`src/rtl/bconv_pkg.sv`:
```
package bconv_pkg;
    typedef enum logic [1:0] {
        OP_LOAD_W    = 2'd0,
        OP_LOAD_ROW  = 2'd1,
        OP_SHIFT_COL = 2'd2,
        OP_ROTATE    = 2'd3
    } bconv_op_e;
endpackage

```
`src/rtl/bconv_ctrl.sv`:
```
// Window fill tracking and command acceptance.
module bconv_ctrl
    import bconv_pkg::*;
#(
    parameter int KS = 3,
    localparam int FW = $clog2(KS + 1)
) (
    input  logic       clk,
    input  logic       rst_n,
    input  logic       cmd_valid,
    input  logic [1:0] cmd_op,
    input  logic       cmd_chain,
    output logic       push_en,
    output logic       rot_en,
    output logic       wld_en,
    output logic       fire_o,
    output logic       chain_o,
    output logic       ignored_o
);
    typedef struct packed {
        logic [FW-1:0] fill;
        logic          fire;
        logic          chain;
        logic          ign;
    } ctrl_t;

    ctrl_t     st_q, st_d;
    bconv_op_e op;
    logic      full;

    always_comb begin
        op      = bconv_op_e'(cmd_op);
        full    = (st_q.fill == FW'(KS));
        st_d    = st_q;
        st_d.fire = 1'b0;
        st_d.ign  = 1'b0;
        push_en = 1'b0;
        rot_en  = 1'b0;
        wld_en  = 1'b0;
        if (cmd_valid) begin
            case (op)
                OP_LOAD_W: wld_en = 1'b1;
                OP_LOAD_ROW: begin
                    push_en   = 1'b1;
                    st_d.fill = full ? FW'(1) : st_q.fill + FW'(1);
                    st_d.fire = (st_d.fill == FW'(KS));
                end
                OP_SHIFT_COL: begin
                    if (full) begin
                        push_en   = 1'b1;
                        st_d.fire = 1'b1;
                    end else begin
                        st_d.ign = 1'b1;
                    end
                end
                OP_ROTATE: begin
                    if (full) begin
                        rot_en    = 1'b1;
                        st_d.fire = 1'b1;
                    end else begin
                        st_d.ign = 1'b1;
                    end
                end
                default: ;
            endcase
        end
        st_d.chain = cmd_chain & st_d.fire;
    end

    always_ff @(posedge clk or negedge rst_n) begin
        if (!rst_n) st_q <= '0;
        else        st_q <= st_d;
    end

    assign fire_o    = st_q.fire;
    assign chain_o   = st_q.chain;
    assign ignored_o = st_q.ign;
endmodule

```
`src/rtl/bconv_row_unit.sv`:
```
// One kernel row: weight columns, activation shift register, XNOR-popcount.
module bconv_row_unit #(
    parameter int KS = 3,
    parameter int CH = 8,
    localparam int ROW_BITS = KS * CH,
    localparam int CW       = $clog2(CH + 1),
    localparam int RCW      = $clog2(ROW_BITS + 1)
) (
    input  logic                clk,
    input  logic                rst_n,
    input  logic                push_en,
    input  logic [CH-1:0]       push_col,
    input  logic                row_ld_en,
    input  logic [ROW_BITS-1:0] row_ld,
    input  logic                w_ld_en,
    input  logic [ROW_BITS-1:0] w_ld,
    output logic [ROW_BITS-1:0] acts_o,
    output logic [RCW-1:0]      match_o
);
    typedef struct packed {
        logic [ROW_BITS-1:0] acts;
        logic [ROW_BITS-1:0] wts;
    } ru_t;

    ru_t st_q, st_d;

    always_comb begin
        st_d = st_q;
        if (row_ld_en) begin
            st_d.acts = row_ld;
        end else if (push_en) begin
            for (int j = 0; j < KS - 1; j++) begin
                st_d.acts[j*CH +: CH] = st_q.acts[(j+1)*CH +: CH];
            end
            st_d.acts[(KS-1)*CH +: CH] = push_col;
        end
        if (w_ld_en) st_d.wts = w_ld;
    end

    always_ff @(posedge clk or negedge rst_n) begin
        if (!rst_n) st_q <= '0;
        else        st_q <= st_d;
    end

    logic [CW-1:0] col_cnt [KS];

    for (genvar j = 0; j < KS; j++) begin : g_col
        assign col_cnt[j] = CW'($countones(~(st_q.acts[j*CH +: CH] ^ st_q.wts[j*CH +: CH])));
    end

    always_comb begin
        match_o = '0;
        for (int j = 0; j < KS; j++) match_o = match_o + RCW'(col_cnt[j]);
    end

    assign acts_o = st_q.acts;
endmodule

```
`src/rtl/bconv_array.sv`:
```
// Sliding-window binary convolution array top.
module bconv_array
    import bconv_pkg::*;
#(
    parameter int KR     = 3,
    parameter int KS     = 3,
    parameter int CH     = 8,
    parameter int PSUM_W = 16,
    localparam int SEL_W = (KR > 1) ? $clog2(KR) : 1
) (
    input  logic                     clk,
    input  logic                     rst_n,
    input  logic                     cmd_valid,
    input  logic [1:0]               cmd_op,
    input  logic                     cmd_chain,
    input  logic [SEL_W-1:0]         w_sel,
    input  logic [KR*CH-1:0]         col_in,
    input  logic [KS*CH-1:0]         row_in,
    output logic signed [PSUM_W-1:0] psum_o,
    output logic                     psum_valid_o,
    output logic                     ignored_o
);
    localparam int ROW_BITS = KS * CH;
    localparam int N_BITS   = KR * KS * CH;
    localparam int RCW      = $clog2(ROW_BITS + 1);
    localparam int TCW      = $clog2(N_BITS + 1);

    logic push_en, rot_en, wld_en, fire, chain;

    bconv_ctrl #(.KS(KS)) u_ctrl (
        .clk       (clk),
        .rst_n     (rst_n),
        .cmd_valid (cmd_valid),
        .cmd_op    (cmd_op),
        .cmd_chain (cmd_chain),
        .push_en   (push_en),
        .rot_en    (rot_en),
        .wld_en    (wld_en),
        .fire_o    (fire),
        .chain_o   (chain),
        .ignored_o (ignored_o)
    );

    logic [ROW_BITS-1:0] acts  [KR];
    logic [RCW-1:0]      match [KR];

    for (genvar r = 0; r < KR; r++) begin : g_row
        logic [ROW_BITS-1:0] rot_src;
        if (r == KR - 1) begin : g_bottom
            assign rot_src = row_in;
        end else begin : g_inner
            assign rot_src = acts[r+1];
        end
        bconv_row_unit #(.KS(KS), .CH(CH)) u_row (
            .clk       (clk),
            .rst_n     (rst_n),
            .push_en   (push_en),
            .push_col  (col_in[r*CH +: CH]),
            .row_ld_en (rot_en),
            .row_ld    (rot_src),
            .w_ld_en   (wld_en && (w_sel == SEL_W'(r))),
            .w_ld      (row_in),
            .acts_o    (acts[r]),
            .match_o   (match[r])
        );
    end

    logic [TCW-1:0]    total;
    logic [PSUM_W-1:0] wsum;

    always_comb begin
        total = '0;
        for (int r = 0; r < KR; r++) total = total + TCW'(match[r]);
        wsum = (PSUM_W'(total) << 1) - PSUM_W'(N_BITS);
    end

    typedef struct packed {
        logic [PSUM_W-1:0] psum;
        logic              valid;
    } out_t;

    out_t st_q, st_d;

    always_comb begin
        st_d       = st_q;
        st_d.valid = fire;
        if (fire) st_d.psum = chain ? st_q.psum + wsum : wsum;
    end

    always_ff @(posedge clk or negedge rst_n) begin
        if (!rst_n) st_q <= '0;
        else        st_q <= st_d;
    end

    assign psum_o       = st_q.psum;
    assign psum_valid_o = st_q.valid;
endmodule

```
`config.mk`:
```
export PLATFORM = sky130hd
export DESIGN_NAME = bconv_array
export DESIGN_NICKNAME = d
export VERILOG_FILES = /design/src/rtl/bconv_pkg.sv /design/src/rtl/bconv_ctrl.sv /design/src/rtl/bconv_row_unit.sv /design/src/rtl/bconv_array.sv
export SDC_FILE = /design/constraint.sdc
export NUM_CORES = 1
export LEC_CHECK = 0
export ABC_CLOCK_PERIOD_IN_PS = 11650
export BUFFER_PORTS_ARGS = -buffer_cell sky130_fd_sc_hd__buf_2
export CORE_ASPECT_RATIO = 0.7
export CORE_MARGIN = 2
export CORE_UTILIZATION = 55
export DETAILED_ROUTE_END_ITERATION = 12
export MAX_ROUTING_LAYER = met4
export PLACE_DENSITY = 0.74
export REMOVE_ABC_BUFFERS = 1
export SLEW_MARGIN = 20
export SYNTH_ARGS = -nofsm -noshare
export SYNTH_HDL_FRONTEND = slang
export SYNTH_SLANG_ARGS = --single-unit
```
`constraint.sdc`:
```
create_clock -name clk -period 11.65 [get_ports clk]
set_input_delay 0 -clock clk [delete_from_list [all_inputs] [get_ports clk]]
set_output_delay 0 -clock clk [all_outputs]
set_load 0.02 [all_outputs]
```
Yosys cells after proc, flatten, opt, wreduce, memory -nomap -nowiden. Index checks and enable logic that the tools add are counted.

Register bits: 166. Input bits: 56. Output and inout port bits: 18. Word-level logic and storage cells: 140.

Add/sub/neg operators: 74. Eq/ne operators: 7. Muxes and demuxes: 20. Bitwise logic cells: 19. Reductions and logical operators: 8.

Operator list (count): 24-bit 2-to-1 mux (6); 4-bit adder (27); 1-bit by 1-bit adder with 2-bit output (36); 8-bit inverter (9); 8-bit XOR (9); 16-bit adder (1); 16-bit 2-to-1 mux (1); 4-bit by 4-bit adder with 5-bit output (3); 5-bit by 4-bit adder with 5-bit output (3); 2-bit equality test, second input constant (5); 1-bit 2-to-1 mux (10); 8-bit by 7-bit subtractor with 9-bit output, second input constant (1); 6-bit by 5-bit adder with 7-bit output (1); 5-bit by 5-bit adder with 6-bit output (1); 2-bit by 1-bit equality test with 1-bit output, second input constant (2); 2-bit zero test (2); 1-bit case mux with 2 select lines (2); 1-bit logical AND (3); 2-bit by 1-bit adder with 2-bit output, second input constant (1); 2-bit 2-to-1 mux (1); 2-bit AND reduction (1); 2-bit nonzero test (1); 2-bit OR reduction (1); 1-bit bitwise AND (1).

Longest topological paths before layout. Gate-level depths: netlist (run 1).

Word-level depth: 12. Gate-level depth with buffers: 32. Mapped depth without buffers: 32.

By module. A second synthesis (run 1) with hierarchy kept.

Cells, all modules: 1065. Area, all modules: 11753.8 um^2.

By module, submodules not included: bconv_row_unit (instances 3, cells an instance 267, area each 3158.0 um^2, sequential area each 1201.2 um^2); bconv_array (instances 1, cells an instance 230, area each 1935.6 um^2, sequential area each 400.4 um^2); bconv_ctrl (instances 1, cells an instance 34, area each 344.1 um^2, sequential area each 125.1 um^2).

Least setup slack after synthesis (run 1). No wires, ideal clock.

Path kind: register to register. Start: register g_row[1].u_row.st_q, in the netlist g_row[1].u_row.acts_o[14]. End: register st_q, in the netlist psum_o[14]. Setup time: 70 ps. Arrival: 7275 ps. Required time: 11580 ps. Slack: 4305 ps. Cell stages (with the launch flop): 32. Buffers on the path: 0. Period minus slack after synthesis: 7345 ps. Cell sequence: dfrtp_1 > xnor2_1 > ha_1 > fa_1 > inv_1 > fa_1 > inv_1 > ha_1 > fa_1 > inv_1 > fa_1 > inv_1 > fa_1 > inv_1 > fa_1 > inv_1 > fa_1 > xor2_1 > inv_1 > ha_1 > nand2b_1 > nor2_1 > a21oi_1 > o31ai_1 > a21o_1 > ha_1 > a21oi_1 > o21ai_0 > a41o_1 > a31oi_1 > mux2_2 > nand3_1.

Word-level cells in the longest chain between the ends: 12.

Ends and longest elaborated chain: start, declared (RTL line bconv_row_unit.sv:25) `ru_t st_q, st_d;`; start signal, assigned (RTL line bconv_row_unit.sv:42) `else st_q <= st_d;`; 8-bit XOR * (RTL line bconv_row_unit.sv:48) `assign col_cnt[j] = CW'($countones(~(st_q.acts[j*CH +: CH] ^ st_q.wts[j*CH +: CH])));`; 8-bit inverter * (RTL line bconv_row_unit.sv:48); 1-bit by 1-bit adder with 2-bit output * (RTL line bconv_row_unit.sv:48); 4-bit adder * (2 in series) (RTL line bconv_row_unit.sv:48); 4-bit by 4-bit adder with 5-bit output * (RTL line bconv_row_unit.sv:53) `for (int j = 0; j < KS; j++) match_o = match_o + RCW'(col_cnt[j]);`; 5-bit by 4-bit adder with 5-bit output * (RTL line bconv_row_unit.sv:53); 5-bit by 5-bit adder with 6-bit output * (RTL line bconv_array.sv:73) `for (int r = 0; r < KR; r++) total = total + TCW'(match[r]);`; 6-bit by 5-bit adder with 7-bit output * (RTL line bconv_array.sv:73); 8-bit by 7-bit subtractor with 9-bit output * (RTL line bconv_array.sv:74) `wsum = (PSUM_W'(total) << 1) - PSUM_W'(N_BITS);`; 16-bit adder (RTL line bconv_array.sv:87) `if (fire) st_d.psum = chain ? st_q.psum + wsum : wsum;`; 16-bit 2-to-1 mux * (RTL line bconv_array.sv:87); end signal, assigned (RTL line bconv_array.sv:92) `else st_q <= st_d;`; end, declared (RTL line bconv_array.sv:82) `out_t st_q, st_d;`.

Every way passes the cells marked *; elsewhere a longest branch is shown, timed or not. A chain may end at the register's enable or synchronous reset.

Final worst setup path (run 1).
Start: register g_row[1].u_row.st_q, in the netlist g_row[1].u_row.acts_o[18]. End: register st_q, in the netlist psum_o[14].

Word-level cells in the longest chain between the ends: 11.

Ends and longest elaborated chain (RTL line): 8-bit XOR * (bconv_row_unit.sv:48); 8-bit inverter * (bconv_row_unit.sv:48); 1-bit by 1-bit adder with 2-bit output * (bconv_row_unit.sv:48); 4-bit adder * (2 in series) (bconv_row_unit.sv:48); 5-bit by 4-bit adder with 5-bit output * (bconv_row_unit.sv:53); 5-bit by 5-bit adder with 6-bit output * (bconv_array.sv:73); 6-bit by 5-bit adder with 7-bit output * (bconv_array.sv:73); 8-bit by 7-bit subtractor with 9-bit output * (bconv_array.sv:74); 16-bit adder (bconv_array.sv:87); 16-bit 2-to-1 mux * (bconv_array.sv:87).

Marked as above.

==> reports/metrics.yaml, run 1 <==
placement:
  dp_hpwl_um: 16900
  place_congestion: 0.897
  portBuffers: 72
timing:
  rsz0062_at_grt: "false"
  post-route-min-period_ps: 7960
  slew_headroom_pct: 29.7
  final_hold_viol_count: 0
  final.period_utilization_pct: 68.3
  finalClockSkew_ps: 12.1
  fmax_mhz: 126
  finalSetupViolCount: 0
  maxSlewViolCount: 0
  worst_pin_slew_ps: 1050
  tns_ps: 0
grt:
  grt_pass1_wl_um: 39100
  grt_pass1_vias: 7337
  antenna_found_initial: 0
  overflow: 0
  grtUsageTotal_pct: 24.7
  grt_max_degree: 105
cts:
  clk_path_buf_depth: 2
  htree_levels: 4
  cts_tree: "done"
  cts.sinks: 165
  clock_latency_ps: 440
  cts_setup_buffers: 0
  cts-resized-gates: 0
  numCtsBuffers: 17
  cts.clk_slew.worst_paths_ps: 70
  cts_root_buffer: "clkbuf_16"
synth:
  synth-edff-count: 0
  yosys.area_share.simple_pct: 5.21
  yosys_most_used_dff: "dfrtp_1"
  synth_xor_xnor_area_share_pct: 7.29
  synth_top_family_by_area: "adder cells"
  yosysUniqueCellTypes: 47
  async_flop_share_pct: 100
  synth_seq_area_share_pct: 37.8
  synth_area_leaders: "dfrtp_1 38%, fa_1 11%, ha_1 10%, mux2_2 7.7%, mux2i_1 7.1%"
  synthAdderAreaFrac_pct: 21.0
  synthMuxAreaShare_pct: 14.9
  synth.avg_cell_area_sq_um: 10.9
  synth_compound_area_share_pct: 8.20
  ys_seq_elements: 165
  syn_inst: 1007
  yosysTopAreaCell: "dfrtp_1"
  ys_warn_count: 0
  yosysTopAreaCellShare_pct: 37.8
  synthesis.area_sq_um: 10900
worst_setup_path:
  reg2reg_depth: 31
  slowest_delay_ps: 540
  crit_path_end_kind: "register"
  critPathMaxFanout: 5
  crit_type: "reg2reg"
  path_delay_family: "adder cells"
  cp_num_buf_inv: 7
  startpoint_type: "register"
  cp_data_required_time_ps: 12030
  slowest_stage: "fa_1"
  worst-path-stages: 31
  worstPathArrival_ps: 8340
final_layout:
  n_fill_cell: 1554
  area_growth_pct: 15.8
  insertedDiodeCount: 0
  layout.nets: 1326
  final_layout_size_suffix_gt1_share_pct: 16.8
  mostFrequentLayoutCells: "165 x dfrtp_1, 125 x inv_1, 90 x ha_1"
  final_common_cell: "dfrtp_1"
min_path:
  hold_depth: 4
  hold_class: "in2reg"
detailed_routing:
  postRouteWirelength_um: 23600
  drtIter0Drc: 587
  ant_nets: 0
  dr.pass1.iters: 5
  wl_per_cell_um: 16.8
  drc_errors: 0
  routed_via_density: 5.26
  vias: 7385
floorplanning:
  rows: 43
  die_x_um: 173
  coreArea_sq_um: 19600
  io_pins: 74
  die_area_sq_um: 21000
  initial_core_util_pct: 55.7
  die_h_um: 122
status:
  status: "completed"
flow_run:
  maxCapViolations: 0
==> logic make-up (layout without fill, tap and decap cells) <==
logic type | after synthesis | after routing
mux | 153 | 153
flops | 165 | 165
fa+ha+maj | 149 | 149
other cells | 1 | 1
simple gates | 135 | 135
compound gates | 153 | 153
xor+xnor | 91 | 91
buf+inv | 160 | 288
==> final timing paths <==
| check | from | to | slack, ps |
|---|---|---|---|
| setup / recovery | g_row[1].u_row.acts_o[18]$_DFFE_PN0P_ | psum_o[14]$_DFFE_PN0P_ | 3690 |
| hold / removal | cmd_op[1] | u_ctrl.ignored_o$_DFF_PN0_ | 50 |
| setup reg to reg | g_row[1].u_row.acts_o[18]$_DFFE_PN0P_ | psum_o[14]$_DFFE_PN0P_ | 3690 |
| hold reg to reg | g_row[1].u_row.st_q[8]$_DFFE_PN0P_ | g_row[1].u_row.st_q[8]$_DFFE_PN0P_ | 530 |
| max in group asynchronous | rst_n | g_row[2].u_row.st_q[11]$_DFFE_PN0P_ | 10040 |
| min in group asynchronous | rst_n | psum_o[9]$_DFFE_PN0P_ | 250 |
==> state kept, by name, indices dropped and copies added, names as in the netlist <==
name                count
g_row.u_row.acts_o     72
g_row.u_row.st_q       72
psum_o                 15
u_ctrl.st_q             2
psum_valid_o            1
u_ctrl.chain_o          1
u_ctrl.fire_o           1
u_ctrl.ignored_o        1
==> layout make-up <==
| class | count | area [sq um] | area share, % |
|---|---|---|---|
| clock buffer | 18 | 439 | 3.47 |
| clock inverter | 14 | 143 | 1.13 |
| inverter | 125 | 469 | 3.70 |
| multi-input combinational | 682 | 6210 | 49.0 |
| sequential | 165 | 4130 | 32.6 |
| tap | 270 | 338 | 2.67 |
| timing repair buffer | 131 | 940 | 7.42 |
==> repair_timing <==
action,4_1_cts,5_1_grt
hold buffers,52,0
hold endpoints to repair,220,0
setup endpoints to repair,0,0
==> layer usage <==
layer | part of all wire, % | track usage (%)
met1 | 52 | 37.1
met2 | 42 | 34.5
met3 | 5.4 | 5.06
met4 | 0.76 | 4.97
met5 | 0 | -
==> cell usage after synthesis, drive strengths merged, types with 2 or more instances <==
master     n
and2       3
xor2       9
dfrtp    165
mux2i     78
a31o       2
fa        58
o21ai     82
a221oi     3
nand2     87
ha        90
clkbuf    23
a211oi     5
nand3      6
nor3       4
a2111oi    2
a21oi     28
o221ai     2
o22ai      3
inv      125
nand3b     2
nand2b     4
and3       3
nor2      22
buf       12
o21bai     3
xnor2     82
a21o      14
nor3b      2
mux2      75
==> metrics by stage <==
stage	hold slack (ps)	area, sq um	setup slack (ps)	utilization, %	instances
floorplan	-296	10800	4310	-	972
global placement	199	11600	3840	58.9	1321
finish	51.3	12700	3690	64.5	1405
global route	108	12700	3200	64.5	1405
CTS	40.1	12700	3700	64.5	1405
detailed placement	197	11600	3760	58.9	1321
==> tightest hold or removal path: stages <==
cell	delay [ps]
buf_2	120
ha_1	200
nor2_1	90
nor3b_1	50
Power of run 1 is left out: the tool's default activity adds up to more than one toggle a clock period on the data nets, which glitch-free logic cannot reach.
==> run 2: changes to the inputs <==
Settings changed: ABC_CLOCK_PERIOD_IN_PS 11650 to 7600.
Clock period 11.65 ns to 7.6 ns, I/O delays scaled along.
==> reports/metrics.yaml, run 2 (synthesis gave the netlist of run 1 again) <==
status:
  status: "completed"
min_path:
  hold_class: "in2reg"
final_layout:
  layout.nets: 1384  # +4.4%
  final_common_cell: "dfrtp_1"
  n_fill_cell: 1431  # -7.9%
  area_growth_pct: 22.6
  mostFrequentLayoutCells: "163 x dfrtp_1, 113 x inv_1, 87 x nand2_1"
  final_layout_size_suffix_gt1_share_pct: 25.7  # +8.9 points
  insertedDiodeCount: 0  # unchanged
floorplanning:
  die_h_um: 122  # unchanged
  die_x_um: 173  # unchanged
  io_pins: 74  # unchanged
  coreArea_sq_um: 19600  # unchanged
  die_area_sq_um: 21000  # unchanged
  initial_core_util_pct: 55.7  # unchanged
  rows: 43  # unchanged
timing:
  slew_headroom_pct: 34.4  # +4.7 points
  finalSetupViolCount: 0  # unchanged
  fmax_mhz: 132  # +5.2%
  final.period_utilization_pct: 99.6  # +31 points
  final_hold_viol_count: 0  # unchanged
  maxSlewViolCount: 0  # unchanged
  rsz0062_at_grt: "true"
  finalClockSkew_ps: 11.3  # -0.714 ps
  post-route-min-period_ps: 7570  # -394 ps
  worst_pin_slew_ps: 983  # -70.8 ps
  setup_ws_ps: 33.0  # -3660 ps
cts:
  clock_latency_ps: 430  # about the same
  cts_root_buffer: "clkbuf_16"
  cts_tree: "done"
  cts.sinks: 165  # unchanged
  cts.clk_slew.worst_paths_ps: 70  # about the same
  htree_levels: 4  # unchanged
  clk_path_buf_depth: 2  # unchanged
  numCtsBuffers: 17  # unchanged
worst_setup_path:
  slowest_delay_ps: 530  # about the same
  endpoint: "psum_o[15]$_DFFE_PN0P_"
  worstPathArrival_ps: 7850  # -490 ps
  slowest_stage: "fa_1"
  cpMostUsedCell: "fa_1"
  crit_path_end_kind: "register"
  reg2reg_slack_ps: 30  # -3660 ps
  cp_data_required_time_ps: 7880  # -4150 ps
  reg2reg_from: "g_row[1].u_row.acts_o[10]$_DFFE_PN0P_"
  critPathMaxFanout: 6  # +1
  startpoint_type: "register"
  reg2reg_depth: 29  # -6.5%
  r2r_end: "psum_o[15]$_DFFE_PN0P_"
  crit_type: "reg2reg"
  cp-startpoint: "g_row[1].u_row.acts_o[10]$_DFFE_PN0P_"
detailed_routing:
  dr.pass1.iters: 5  # unchanged
  drtIter0Drc: 590  # +0.51%
  routed_via_density: 5.33  # +1.4%
  vias: 7798  # +5.6%
  wl_per_cell_um: 17.7  # +5.1%
  ant_nets: 0  # unchanged
  drc_errors: 0  # unchanged
  postRouteWirelength_um: 25800  # +9.4%
placement:
  portBuffers: 72  # unchanged
  place_congestion: 0.875  # -2.4%
  dp_hpwl_um: 18000  # +6.7%
  dp_slack_ps: -197  # -3960 ps
flow_run:
  maxCapViolations: 0  # unchanged
grt:
  overflow: 0  # unchanged
  grt_pass1_vias: 7921  # +8.0%
  grt_pass1_wl_um: 41300  # +5.7%
  antenna_found_initial: 0  # unchanged
  grtUsageTotal_pct: 25.9  # +1.2 points
  grt_max_degree: 97  # -7.6%
==> run 2: area by class of cell <==
cell class	instances	area, sq um	area share [%]
multi-input cells	682	6480	48.3
flip-flops and latches	165	4130	30.8
repair buffers	189	1370	10.2
inverters	125	469	3.50
clock buffers	17	425	3.17
well taps	270	338	2.52
clock inverters	15	196	1.46
==> run 2: worst min path at each step <==
stage                    start  cells past startpoint  slack [ps]                                     to
finish              col_in[12]                      3          60  g_row[1].u_row.acts_o[20]$_DFFE_PN0P_
global route        col_in[12]                      3          40  g_row[1].u_row.acts_o[20]$_DFFE_PN0P_
CTS                 col_in[12]                      3          40  g_row[1].u_row.acts_o[20]$_DFFE_PN0P_
detailed placement       rst_n                      1         120                  psum_o[9]$_DFFE_PN0P_
global placement         rst_n                      1         120                  psum_o[9]$_DFFE_PN0P_
floorplan                rst_n                      0        -300   g_row[0].u_row.acts_o[0]$_DFFE_PN0P_
==> run 2: worst max-delay path: cells and delay by family, from the launching register on <==
family                   cells  cell delay [ps]
buffers and inverters        8              600
multiplexers                 1              140
flip-flops                   1              400
XOR/XNOR                     2              360
adder cells (fa/ha/maj)     10             4220
AND/OR/NAND/NOR              1              240
AO/OA/AOI/OAI                7             1470
==> run 2: layer usage <==
metal / vias to the layer above / track usage [%] / share of wire [%]
li1: 3706 / - / -
met1: 3870 / 37.3 / 49
met2: 199 / 39.2 / 45
met3: 23 / 4.18 / 5.4
met4: 0 / 5.24 / 1.0
met5: - / - / 0
==> run 2: timing repair <==
| action | CTS | global route |
|---|---|---|
| endpoints found under the setup margin | 6 | 9 |
| hold buffers | 50 | 0 |
| buffers inserted | 0 | 9 |
| endpoints found under the hold margin | 204 | 0 |
| resized for setup | 12 | 54 |
| cloned | 0 | 0 |
| pin swaps | 6 | 42 |
==> run 2: per-stage QoR <==
stage          hold slack (ps)  utilization (%)  TNS (ps)  instances  cell area [sq um]
3_5_place_dp               125             60.8      -526       1372              11900
4_1_cts                   39.1             67.0         0       1454              13200
2_1_floorplan             -296                -         0        972              10800
3_3_place_gp               121             60.8     -6.11       1372              11900
6_report                  57.6             68.3         0       1463              13400
5_1_grt                   42.9             68.3      -917       1463              13400
Power of run 2 is left out for the same reason.
==> run 3: changes to the inputs <==
==> constraint.sdc (replaced) <==
create_clock -name clk -period 7.6 [get_ports clk]
set_input_delay 1.52 -clock clk [delete_from_list [all_inputs] [get_ports clk]]
set_output_delay 1.52 -clock clk [all_outputs]
set_load 0.02 [all_outputs]
==> reports/metrics.yaml, run 3 (synthesis gave the netlist of run 1 again) <==
cts:
  htree_levels: 4  # unchanged
  cts.clk_slew.worst_paths_ps: 80  # about the same
  clk_path_buf_depth: 2  # unchanged
  cts.sinks: 165  # unchanged
  cts_tree: "done"
  cts_root_buffer: "clkbuf_16"
  clock_latency_ps: 440  # about the same
  numCtsBuffers: 17  # unchanged
final_layout:
  insertedDiodeCount: 0  # unchanged
  final_common_cell: "dfrtp_1"
  layout.nets: 1337  # -3.4%
  area_growth_pct: 19.0
  final_cell_count_no_fill: 1415  # -3.3%
  final_layout_size_suffix_gt1_share_pct: 29.1  # +3.3 points
  mostFrequentLayoutCells: "165 x dfrtp_1, 109 x inv_1, 86 x nand2_1"
worst_setup_path:
  reg2reg_slack_ps: 180  # +150 ps
  cp_num_buf_inv: 8  # unchanged
  worstPathArrival_ps: 7790  # -60 ps
  crit_type: "reg2reg"
  slowest_stage: "fa_1"
  critPathMaxFanout: 4  # -2
  cp_data_required_time_ps: 7980  # +100 ps
  path_delay_family: "adder cells"
  slowest_delay_ps: 580  # +50 ps
  startpoint_type: "register"
  crit_path_end_kind: "register"
detailed_routing:
  drtIter0Drc: 522  # -12%
  wl_per_cell_um: 17.7  # +0.27%
  vias: 7544  # -3.3%
  routed_via_density: 5.33  # about the same
  postRouteWirelength_um: 25000  # -3.0%
  drc_errors: 0  # unchanged
  ant_nets: 0  # unchanged
  dr.pass1.iters: 4  # -1
timing:
  rsz0062_at_grt: "true"
  tns_ps: 0  # unchanged
  slew_headroom_pct: 34.2  # -0.29 points
  final.period_utilization_pct: 97.6  # -2.0 points
  maxSlewViolCount: 0  # unchanged
  post-route-min-period_ps: 7420  # -151 ps
  fin_hold_ws_ps: 527  # +469 ps
  finalClockSkew_ps: 14.2  # +2.82 ps
  setup_ws_ps: 184  # +151 ps
  fmax_mhz: 135  # +2.0%
  final_hold_viol_count: 0  # unchanged
  finalSetupViolCount: 0  # unchanged
  worst_pin_slew_ps: 988  # +4.41 ps
grt:
  grt.met1_usage_pct: 36.5  # -0.83 points
  grt_util_met2_pct: 36.6  # -2.5 points
  grt_max_degree: 97  # unchanged
  grtUsageTotal_pct: 25.4  # -0.54 points
  antenna_found_initial: 0  # unchanged
  grt_pass1_vias: 7481  # -5.6%
  overflow: 0  # unchanged
  grt_pass1_wl_um: 39700  # -3.7%
  grt_util_met3_pct: 6.21  # +2.0 points
  busiest_layer: "met2"
floorplanning:
  initial_core_util_pct: 55.7  # unchanged
  coreArea_sq_um: 19600  # unchanged
  die_x_um: 173  # unchanged
  io_pins: 74  # unchanged
  die_h_um: 122  # unchanged
  rows: 43  # unchanged
  die_area_sq_um: 21000  # unchanged
placement:
  placed_cells: 1373  # +0.073%
  portBuffers: 72  # unchanged
  dp_slack_ps: -279  # -81.2 ps
  dp_hpwl_um: 18200  # +1.3%
  place_congestion: 0.874  # -0.15%
flow_run:
  maxCapViolations: 0  # unchanged
min_path:
  hold_class: "reg2reg"
status:
  status: "completed"
-- run 3: changes by cell type in the layout (fill, tap and decap cells not counted), sizes merged --
cell         delta
buf             +3
dlygate4sd3    -50
inv             +2
clkinv          -1
clkinvlp        -2
-- run 3: stage by stage --
stage | area, sq um | utilization (%)
2_1_floorplan | 10800 | -
3_3_place_gp | 12000 | 60.9
3_5_place_dp | 12000 | 60.9
4_1_cts | 12600 | 64.3
5_1_grt | 13000 | 66.3
6_report | 13000 | 66.3
-- run 3: final timing paths --
path | startpoint | endpoint | cells after the start
setup / recovery | g_row[1].u_row.acts_o[4]$_DFFE_PN0P_ | psum_o[14]$_DFFE_PN0P_ | 31
hold / removal | g_row[1].u_row.st_q[1]$_DFFE_PN0P_ | g_row[1].u_row.st_q[1]$_DFFE_PN0P_ | 1
setup reg to reg | g_row[1].u_row.acts_o[4]$_DFFE_PN0P_ | psum_o[14]$_DFFE_PN0P_ | 31
hold reg to reg | g_row[1].u_row.st_q[1]$_DFFE_PN0P_ | g_row[1].u_row.st_q[1]$_DFFE_PN0P_ | 1
max in group asynchronous | rst_n | g_row[1].u_row.st_q[12]$_DFFE_PN0P_ | 2
min in group asynchronous | rst_n | psum_o[8]$_DFFE_PN0P_ | 1
-- run 3: repair_timing --
item | 4_1_cts | 5_1_grt
endpoints found under the setup margin | 6 | 9
gates resized for setup | 8 | 81
hold buffers | 0 | 0
setup buffers | 2 | 9
pin swaps | 4 | 43
-- run 3: cell type report --
| class | instances | area [sq um] |
|---|---|---|
| clock buffer | 17 | 425 |
| clock inverter | 14 | 189 |
| fill | 1449 | 6630 |
| inverter | 125 | 469 |
| multi-input combinational | 682 | 6570 |
| sequential | 165 | 4130 |
| tap | 270 | 338 |
| timing repair buffer | 142 | 892 |
-- run 3: routing by layer --
layer	up-vias	part of all wire [%]	routed length, um
li1	3605	-	-
met1	3752	49	12200
met2	167	44	11100
met3	20	6.0	1510
met4	0	0.91	228
met5	-	0	0
Power of run 3 is left out for the same reason.
